==> src/rtl/dram_pager_pkg.sv <==
// Shared types for the paged DRAM controller.
// Assumes: one sequencer state is active per clock; every state lasts one cycle
// except the two waiting states (idle and row open).
package dram_pager_pkg;

    typedef enum logic [3:0] {
        ST_IDLE,
        ST_ACT_SETUP,
        ST_ACT,
        ST_COL_SETUP,
        ST_STROBE,
        ST_OPEN,
        ST_PRECH,
        ST_REF_SETUP,
        ST_REF_ACT,
        ST_REF_PRE
    } seq_state_t;

endpackage

==> src/rtl/dram_addr_split.sv <==
// Splits a flat host address into the row half (low bits) and the column
// half (high bits) that share the device's address pins.
// Assumes: host address width is exactly twice the pin count.
module dram_addr_split #(
    parameter int PIN_W = 10
) (
    input  logic [2*PIN_W-1:0] host_addr,
    output logic [PIN_W-1:0]   row_part,
    output logic [PIN_W-1:0]   col_part
);

    // row half on the low pins, column half above it
    assign row_part = host_addr[PIN_W-1:0];
    assign col_part = host_addr[2*PIN_W-1:PIN_W];

endmodule

==> src/rtl/dram_refresh_ctr.sv <==
// Refresh interval timer and refresh row counter.
// Raises ref_pend every REF_PERIOD cycles. ref_done, a one-cycle pulse from the
// sequencer, clears it and advances the row. A timer tick on the same edge as
// ref_done leaves the request pending.
// Assumes: REF_PERIOD >= 2; the row count is 2**PIN_W.
module dram_refresh_ctr #(
    parameter int PIN_W      = 10,
    parameter int REF_PERIOD = 780
) (
    input  logic             clk,
    input  logic             rst_n,
    input  logic             ref_done,
    output logic             ref_pend,
    output logic [PIN_W-1:0] ref_row
);

    localparam int               CNT_W    = (REF_PERIOD > 1) ? $clog2(REF_PERIOD) : 1;
    localparam logic [CNT_W-1:0] CNT_LAST = CNT_W'(REF_PERIOD - 1);
    localparam logic [PIN_W-1:0] ROW_LAST = {PIN_W{1'b1}};

    logic [CNT_W-1:0] tmr_q;
    logic             tick;

    assign tick = (tmr_q == CNT_LAST);

    // interval timer, wraps after REF_PERIOD cycles
    always_ff @(posedge clk) begin
        if (!rst_n)    tmr_q <= '0;
        else if (tick) tmr_q <= '0;
        else           tmr_q <= tmr_q + CNT_W'(1);
    end

    // pending flag: set by the timer, cleared when a refresh strobe finishes
    always_ff @(posedge clk) begin
        if (!rst_n)        ref_pend <= 1'b0;
        else if (tick)     ref_pend <= 1'b1;
        else if (ref_done) ref_pend <= 1'b0;
    end

    // refresh row counter, wraps from the last row to zero
    always_ff @(posedge clk) begin
        if (!rst_n)        ref_row <= '0;
        else if (ref_done) ref_row <= (ref_row == ROW_LAST) ? '0 : ref_row + PIN_W'(1);
    end

endmodule

==> src/rtl/dram_seq.sv <==
// Access and refresh sequencer. A Moore machine: every pin value is decoded
// from the current state and the latched request, so each address is set up
// one full clock before its strobe falls. A row stays open after an access
// until a miss or a refresh closes it.
// Assumes: the device captures the row on the row-strobe fall and the column
// on the column-strobe fall, and read data is valid by the end of the strobe.
module dram_seq
    import dram_pager_pkg::*;
#(
    parameter int PIN_W  = 10,
    parameter int DATA_W = 8
) (
    input  logic              clk,
    input  logic              rst_n,
    input  logic              req_valid,
    input  logic              req_write,
    input  logic [PIN_W-1:0]  req_row,
    input  logic [PIN_W-1:0]  req_col,
    input  logic [DATA_W-1:0] req_wdata,
    output logic              req_ready,
    input  logic              ref_pend,
    input  logic [PIN_W-1:0]  ref_row,
    output logic              ref_done,
    output logic [PIN_W-1:0]  pin_addr,
    output logic              ras_n,
    output logic              cas_n,
    output logic              rw,
    output logic [DATA_W-1:0] wr_data,
    input  logic [DATA_W-1:0] rd_data,
    output logic              rsp_valid,
    output logic [DATA_W-1:0] rsp_rdata
);

    seq_state_t        state, nxt;
    logic [PIN_W-1:0]  row_q, col_q;
    logic [DATA_W-1:0] wd_q;
    logic              we_q, miss_q;
    logic              accept, row_hit, col_phase, row_phase, ref_phase;

    assign req_ready = ((state == ST_IDLE) || (state == ST_OPEN)) && !ref_pend;
    assign accept    = req_valid && req_ready;
    assign row_hit   = (req_row == row_q);

    // next-state choice; refresh outranks a new request in both waiting states
    always_comb begin
        nxt = state;
        unique case (state)
            ST_IDLE:      if (ref_pend) nxt = ST_REF_SETUP;
                          else if (accept) nxt = ST_ACT_SETUP;
            ST_OPEN:      if (ref_pend) nxt = ST_PRECH;
                          else if (accept) nxt = row_hit ? ST_COL_SETUP : ST_PRECH;
            ST_PRECH:     nxt = miss_q ? ST_ACT_SETUP : ST_REF_SETUP;
            ST_ACT_SETUP: nxt = ST_ACT;
            ST_ACT:       nxt = ST_COL_SETUP;
            ST_COL_SETUP: nxt = ST_STROBE;
            ST_STROBE:    nxt = ST_OPEN;
            ST_REF_SETUP: nxt = ST_REF_ACT;
            ST_REF_ACT:   nxt = ST_REF_PRE;
            ST_REF_PRE:   nxt = ST_IDLE;
            default:      nxt = ST_IDLE;
        endcase
    end

    // state register
    always_ff @(posedge clk) begin
        if (!rst_n) state <= ST_IDLE;
        else        state <= nxt;
    end

    // request latch, loaded on every accepted request
    always_ff @(posedge clk) begin
        if (!rst_n) begin
            row_q <= '0;
            col_q <= '0;
            we_q  <= 1'b0;
            wd_q  <= '0;
        end else if (accept) begin
            row_q <= req_row;
            col_q <= req_col;
            we_q  <= req_write;
            wd_q  <= req_wdata;
        end
    end

    // remembers whether a precharge belongs to a row miss or to a refresh
    always_ff @(posedge clk) begin
        if (!rst_n)                miss_q <= 1'b0;
        else if (state == ST_OPEN) miss_q <= accept && !row_hit;
    end

    // read response: one-cycle pulse after the read column strobe
    always_ff @(posedge clk) begin
        if (!rst_n) begin
            rsp_valid <= 1'b0;
            rsp_rdata <= '0;
        end else begin
            rsp_valid <= (state == ST_STROBE) && !we_q;
            if ((state == ST_STROBE) && !we_q) rsp_rdata <= rd_data;
        end
    end

    // pin decode from state
    assign row_phase = (state == ST_ACT_SETUP) || (state == ST_ACT);
    assign col_phase = (state == ST_COL_SETUP) || (state == ST_STROBE);
    assign ref_phase = (state == ST_REF_SETUP) || (state == ST_REF_ACT);

    always_comb begin
        ras_n    = !((state == ST_ACT) || col_phase || (state == ST_OPEN) || (state == ST_REF_ACT));
        cas_n    = (state != ST_STROBE);
        rw       = col_phase ? !we_q : 1'b1;
        wr_data  = (col_phase && we_q) ? wd_q : '0;
        ref_done = (state == ST_REF_ACT);
        if (row_phase)      pin_addr = row_q;
        else if (col_phase) pin_addr = col_q;
        else if (ref_phase) pin_addr = ref_row;
        else                pin_addr = '0;
    end

endmodule

==> src/rtl/dram_pager.sv <==
// Paged DRAM controller top: address split, sequencer and refresh counter.
// Assumes: the host holds a request stable until it is taken (valid/ready).
module dram_pager #(
    parameter int PIN_W      = 10,
    parameter int DATA_W     = 8,
    parameter int REF_PERIOD = 780
) (
    input  logic                clk,
    input  logic                rst_n,
    input  logic                req_valid,
    output logic                req_ready,
    input  logic                req_write,
    input  logic [2*PIN_W-1:0]  req_addr,
    input  logic [DATA_W-1:0]   req_wdata,
    output logic                rsp_valid,
    output logic [DATA_W-1:0]   rsp_rdata,
    output logic [PIN_W-1:0]    dram_addr,
    output logic                dram_ras_n,
    output logic                dram_cas_n,
    output logic                dram_rw,
    output logic [DATA_W-1:0]   dram_din,
    input  logic [DATA_W-1:0]   dram_dout
);

    logic [PIN_W-1:0] row_part, col_part, ref_row;
    logic             ref_pend, ref_done;

    dram_addr_split #(.PIN_W(PIN_W)) u_split (
        .host_addr (req_addr),
        .row_part  (row_part),
        .col_part  (col_part)
    );

    dram_refresh_ctr #(.PIN_W(PIN_W), .REF_PERIOD(REF_PERIOD)) u_refresh (
        .clk      (clk),
        .rst_n    (rst_n),
        .ref_done (ref_done),
        .ref_pend (ref_pend),
        .ref_row  (ref_row)
    );

    dram_seq #(.PIN_W(PIN_W), .DATA_W(DATA_W)) u_seq (
        .clk       (clk),
        .rst_n     (rst_n),
        .req_valid (req_valid),
        .req_write (req_write),
        .req_row   (row_part),
        .req_col   (col_part),
        .req_wdata (req_wdata),
        .req_ready (req_ready),
        .ref_pend  (ref_pend),
        .ref_row   (ref_row),
        .ref_done  (ref_done),
        .pin_addr  (dram_addr),
        .ras_n     (dram_ras_n),
        .cas_n     (dram_cas_n),
        .rw        (dram_rw),
        .wr_data   (dram_din),
        .rd_data   (dram_dout),
        .rsp_valid (rsp_valid),
        .rsp_rdata (rsp_rdata)
    );

endmodule

==> config.mk <==
export PLATFORM = sky130hd
export DESIGN_NAME = dram_pager
export DESIGN_NICKNAME = d
export VERILOG_FILES = /design/src/rtl/dram_pager_pkg.sv /design/src/rtl/dram_addr_split.sv /design/src/rtl/dram_refresh_ctr.sv /design/src/rtl/dram_seq.sv /design/src/rtl/dram_pager.sv
export SDC_FILE = /design/constraint.sdc
export NUM_CORES = 1
export LEC_CHECK = 0
export ABC_AREA = 1
export CAP_MARGIN = 20
export CELL_PAD_IN_SITES_DETAIL_PLACEMENT = 0
export CELL_PAD_IN_SITES_GLOBAL_PLACEMENT = 1
export CORE_ASPECT_RATIO = 0.8
export CORE_UTILIZATION = 36
export CTS_BUF_LIST = sky130_fd_sc_hd__clkbuf_8
export DETAILED_ROUTE_END_ITERATION = 8
export GPL_ROUTABILITY_DRIVEN = 0
export PLACE_DENSITY_LB_ADDON = 0.3
export SKIP_CTS_REPAIR_TIMING = 1
export SLEW_MARGIN = 20
export SYNTH_ARGS = -nofsm -noshare
export SYNTH_HDL_FRONTEND = slang
export SYNTH_SLANG_ARGS = --single-unit
==> constraint.sdc <==
create_clock -name clk -period 1.6 [get_ports clk]
set_clock_uncertainty 0.05 [all_clocks]
set_input_delay 0.32 -clock clk [delete_from_list [all_inputs] [get_ports clk]]
set_output_delay 0.32 -clock clk [all_outputs]
set_load 0.01 [all_outputs]
Yosys cells after proc, flatten, opt, wreduce, memory -nomap -nowiden
Index checks and enable logic that the tools add are counted.
{"block": "word_totals", "regBits": 64, "in_bits": 40, "elab_cells": 63}
{"block": "op_classes", "addsub": 2, "n_eq_ne": 14, "muxes": 15, "bitwise": 1, "n_reduce_logical": 20}
{"operator": "10-bit two-way mux", "count": 4}
{"operator": "4-bit one-hot mux with 9 select lines", "count": 1}
{"operator": "10-bit by 1-bit adder with 10-bit output (second input constant)", "count": 2}
{"operator": "10-bit == test (second input constant)", "count": 2}
{"operator": "4-bit by 3-bit == test with 1-bit output (second input constant)", "count": 4}
{"operator": "4-bit two-way mux", "count": 4}
{"operator": "10-bit == test", "count": 1}
{"operator": "4-bit by 2-bit == test with 1-bit output (second input constant)", "count": 2}
{"operator": "8-bit two-way mux", "count": 1}
{"operator": "1-bit logical OR", "count": 7}
{"operator": "3-bit two-way mux", "count": 2}
{"operator": "3-bit by 2-bit inequality test with 1-bit output (second input constant)", "count": 2}
{"operator": "1-bit logical AND", "count": 5}
{"operator": "4-bit by 1-bit == test with 1-bit output (second input constant)", "count": 1}
{"operator": "4-bit == test (second input constant)", "count": 1}
{"operator": "1-bit zero test", "count": 4}
{"operator": "4-bit zero test", "count": 1}
{"operator": "4-bit by 3-bit inequality test with 1-bit output (second input constant)", "count": 1}
{"operator": "1-bit two-way mux", "count": 3}
{"operator": "2-bit AND reduction", "count": 1}
{"operator": "2-bit nonzero test", "count": 1}
{"operator": "2-bit OR reduction", "count": 1}
{"operator": "1-bit inverter", "count": 1}

Longest topological paths before layout
Gate-level depths: netlist of run 1.
{"block": "logic_depth", "ltp_word": 7, "ltp_mapped": 11, "ltp_nobuf": 11}

Cells and area by module
From an unflattened synthesis of run 1, not the netlist that was laid out.
{"block": "hier_totals", "cells_unflattened": 462, "hier_area_um2": 3240.6}
{"mod": "dram_seq", "n_inst": 1, "cells_per_inst": 291, "area_per_inst_um2": 2063.2, "seq_area_each_um2": 860.8}
{"mod": "dram_refresh_ctr", "n_inst": 1, "cells_per_inst": 151, "area_per_inst_um2": 1027.2, "seq_area_each_um2": 420.4}
{"mod": "dram_addr_split", "n_inst": 1, "cells_per_inst": 20, "area_per_inst_um2": 150.1, "seq_area_each_um2": 0.0}

Least setup slack after synthesis of run 1
OpenSTA, ideal clock, no wires.
{"block": "synth_path", "path_type": "reg-to-output", "start": "register u_seq.state[1]", "end": "output port dram_ras_n", "t_arrival_ns": 1.365, "path_slack_ns": -0.135, "stages_incl_launch_ff": 6, "n_path_buf": 1, "cell_sequence": "dfxtp_1 nor2_2 inv_1 nor2_1 buf_2 a2111oi_0"}
{"block": "synth_between", "elab_chain_len": 6, "elab_cells_between_ends": 10, "classes_between": "eq/ne (5); reduce/logical (5)"}
{"element": "start, declared", "line_no": "dram_seq.sv:34", "source": "seq_state_t state, nxt;"}
{"element": "start signal, assigned", "line_no": "dram_seq.sv:67", "source": "else state <= nxt;"}
{"element": "4-bit by 2-bit == test with 1-bit output or 4-bit by 3-bit == test with 1-bit output (tied branches)", "line_no": "dram_seq.sv:104", "source": "assign col_phase = (state == ST_COL_SETUP) || (state == ST_STROBE);"}
{"element": "1-bit logical OR", "line_no": "dram_seq.sv:104"}
{"element": "1-bit logical OR (2 in a row)", "line_no": "dram_seq.sv:108", "source": "ras_n = !((state == ST_ACT) || col_phase || (state == ST_OPEN) || (state == ST_REF_ACT));"}
{"element": "1-bit logical OR *", "line_no": "dram_seq.sv:108"}
{"element": "1-bit zero test *", "line_no": "dram_seq.sv:108"}
{"element": "end, declared", "line_no": "dram_pager.sv:18", "source": "output logic dram_ras_n,"}
Mark *: on every way between the ends. The rest lies on a longest branch, timed or not.

Worst setup path after layout of run 1
{"block": "layout_path", "start": "register u_seq.state[2]", "end": "output port dram_addr[7]"}
{"block": "layout_between", "elab_chain_len": 5, "elab_cells_between_ends": 12, "classes_between": "eq/ne (6); mux (3); reduce/logical (3)"}
{"element": "4-bit by 3-bit == test with 1-bit output or 4-bit == test (tied branches)", "line_no": "dram_seq.sv:105", "source": "assign ref_phase = (state == ST_REF_SETUP) || (state == ST_REF_ACT);"}
{"element": "1-bit logical OR", "line_no": "dram_seq.sv:105"}
{"element": "10-bit two-way mux", "line_no": "dram_seq.sv:115", "source": "else if (ref_phase) pin_addr = ref_row;"}
{"element": "10-bit two-way mux", "line_no": "dram_seq.sv:114", "source": "else if (col_phase) pin_addr = col_q;"}
{"element": "10-bit two-way mux *", "line_no": "dram_seq.sv:113", "source": "if (row_phase) pin_addr = row_q;"}
{"element": "end, declared", "line_no": "dram_pager.sv:17", "source": "output logic [PIN_W-1:0] dram_addr,"}
Marked as above.

==> results of run 1 <==
cell usage in the layout, fill, tap and decap left out, drive strengths merged, types with 3 or more instances in the layout:
master	synthesis	layout
buf	9	78
inv	61	65
dfxtp	64	64
nand2	61	61
a21oi	51	51
nor2	46	46
clkdlybuf4s50	0	39
o21ai	35	35
nand3	21	21
clkbuf	5	16
dlymetal6s2s	0	10
o221ai	10	10
nor3	10	10
xnor2	5	5
clkinv	2	5
xor2	4	4
or2	4	4
nand4	3	3
o21a	3	3
worst max-delay path: cells and delay by family (launching register included):
| family | cells | cell delay (ns) |
|---|---|---|
| simple gates | 2 | 0.09 |
| compound gates | 2 | 0.32 |
| flops | 1 | 0.33 |
| buf+inv | 4 | 0.54 |
layout make-up:
cell class / count / area share, %
Inverter: 63 / 5.228
Timing Repair inverter: 3 / 0.7542
Sequential cell: 64 / 26.89
Clock inverter: 5 / 0.9883
Tap cell: 108 / 2.809
Clock buffer: 11 / 3.147
Multi-Input combinational cell: 262 / 35.21
Timing Repair Buffer: 132 / 24.97
final timing paths:
path / from / end
max: u_seq.state[2]$_SDFFE_PN0P_ / dram_addr[7]
min: u_seq.wd_q[2]$_SDFFE_PN0P_ / u_seq.wd_q[2]$_SDFFE_PN0P_
max reg2reg: u_seq.state[0]$_SDFFE_PN0P_ / u_seq.we_q$_SDFFE_PN0P_
min reg2reg: u_seq.wd_q[2]$_SDFFE_PN0P_ / u_seq.wd_q[2]$_SDFFE_PN0P_
metal layers:
metal | GRT usage (%) | share of wire, % | vias up
met5 | 0 | 0 | -
met2 | 29.26 | 47 | 57
li1 | - | - | 1586
met4 | 3.841 | 1.0 | 0
met3 | 6.481 | 4.7 | 10
met1 | 27.03 | 47 | 1449
sequential cells by signal (all words and copies together) (netlist names):
signal and flops:
u_refresh.ref_row 10, u_refresh.tmr_q 10, u_seq.col_q 10, u_seq.row_q 10
u_seq.rsp_rdata 8, u_seq.wd_q 8, u_seq.state 4, u_refresh.ref_pend 1
u_seq.miss_q 1, u_seq.rsp_valid 1, u_seq.we_q 1
logic make-up (layout without fill, tap and decap cells):
group / count (synthesis) / count (layout) / share of synthesized area (%)
simple gates: 145 / 145 / 21.95
xor+xnor: 9 / 9 / 2.664
buf+inv: 77 / 214 / 11.16
flops: 64 / 64 / 43.30
compound gates: 106 / 106 / 20.08
fa+ha+maj: 2 / 2 / 0.8455
power by group:
part / total, mW / leakage (nW) / switching, mW / internal (mW)
sequential: 1.76 / 0.527 / 0.0615 / 1.70
combinational: 1.00 / 1.45 / 0.511 / 0.491
clock: 1.43 / 0.112 / 0.636 / 0.789
==> flow_summary_export.csv, run 1 <==
group,metric,value,unit
sta,rsz0062_at_grt,"yes",
place,dpl-instance-area,4054,um^2
route,ant_nets,0,
power,vdd_ir_drop_max,0.0004426,V
synth,synth_warnings,0,
critical_path,cp_max_fo,5,
synth,synth_cell_type_count,36,
critical_path,critPathKind,"reg2out",
clock_network,cts_root_buf,"clkbuf_8",
clock_network,h-tree-depth,3,
place,pre_cts_slack,-0.5172,ns
grt,grt_pass1_vias,2845,
clock_network,clk_latency,0.35,ns
synth,synth_area_leaders,"dfxtp_1 (43%), a21oi_1 (8.5%), nand2_1 (7.5%)",
run_status,violations,"setup timing",
synth,synth.avg_cell_area,7.343,um^2
flow_run,cap_violations,0,
power,power_density,870.5,nW/um^2
critical_path,cp_data_arrival_time,1.64,ns
sta,fmax,0.4978,GHz
clock_network,numCtsBuffers,9,
route,viasPerCell,4.787,
die,initial_utilization,37.24,%
grt,grt_max_degree,45,
route,drc,0,
route,drt_wl_total,8911,um
synth,synth-async-reset-ratio,0,%
sta,setup_ws,-0.4089,ns
critical_path,path_cells,"inv_2, nor2_2, inv_1, nor2_4, a31oi_4, buf_2, o221ai_2, buf_2",
critical_path,slowest_stage,"dfxtp_2",
run_status,status,"finished with violations",
worst_hold_path,hp-class,"reg2reg",
sta,finalHoldViolCount,0,
clock_network,cts.sinks,64,
power,total_power,4.188,mW
grt,grt_pass1_wl,13070,um
sta,setup_violations,55,
sta,final.period_utilization,125.6,%
sta,worst_pin_slew,0.3185,ns
synth,synth_common_cells,"dfxtp_1 (64), nand2_1 (59), inv_1 (57), a21oi_1 (50), nor2_1 (42)",
synth,seq_area_frac_synth,43.30,%
grt,track_usage,19.47,%
critical_path,endpoint_kind,"output pin",
cells_and_area,area_delta_synth_final,62.58,%
synth,syn_area,2959,um^2
grt,overflow,0,
sta,whs,0.4017,ns
synth,synth_top_area_share,43.30,%
sta,setup_tns,-11.58,ns
sta,finalMaxSlewViolations,0,
sta,slew-limit-headroom,78.74,%
synth,synth-seq-cells,64,
route,num_vias,3102,
die,die_w,103.4,um
power,leakagePower,2.088,nW
synth,synth_edf_count,0,
cells_and_area,fillers,714,
die,ios,71,
worst_hold_path,holdPathStages,2,
synth,synthFlopType,"dfxtp_1",
critical_path,r2r_cells,12,
cells_and_area,multiInputGateArea,1694,um^2
place,dpl.hpwl,5613,um
route,first_pass_iters,4,
cells_and_area,layout.cells.non_filler,648,
clock_network,cts_tree,"done",
synth,syn_inst,403,
place,dp_cells,611,
cells_and_area,final_core_util,60.54,%
synth,synth_top_area_cell,"dfxtp_1",
critical_path,cp_common_cell,"buf_2",
synth,syn-num-nets,445,
die,coreArea,7946,um^2
cells_and_area,regArea,1294,um^2
critical_path,cp-start-kind,"flop",
sta,period_minus_slack,2.009,ns
die,die_h,83.09,um
die,row_count,29,
route,wl_per_cell,13.75,um
cells_and_area,nNetsFinal,577,
clock_network,cts.path.max_buffers,2,
die,dieArea,8589,um^2
place,port_buffers,70,
synth,synth.most_common_cell,"dfxtp_1",
critical_path,required,1.23,ns
critical_path,r2r_setup_slack,-0.21,ns
clock_network,clk_pin_slew,0.07,ns
grt,antenna_found_initial,0,
cells_and_area,drive_gt1_share,34.44,%
critical_path,cpPeakStageDelay,0.33,ns
cells_and_area,final_cell_area,4811,um^2
route,first_iter_violations,106,
cells_and_area,diodes,0,
Power figures use the tool's default switching activity.
==> run 2, diff against run 1 <==
--- a/config.mk
+++ b/config.mk
@@ -13,7 +13,7 @@
 export CORE_UTILIZATION = 36
 export CTS_BUF_LIST = sky130_fd_sc_hd__clkbuf_8
 export DETAILED_ROUTE_END_ITERATION = 8
-export GPL_ROUTABILITY_DRIVEN = 0
+export GPL_ROUTABILITY_DRIVEN = 1
 export PLACE_DENSITY_LB_ADDON = 0.3
 export SKIP_CTS_REPAIR_TIMING = 1
 export SLEW_MARGIN = 20
==> results of run 2 <==
The final DEF is identical to that of run 1; final timing and power are the same.
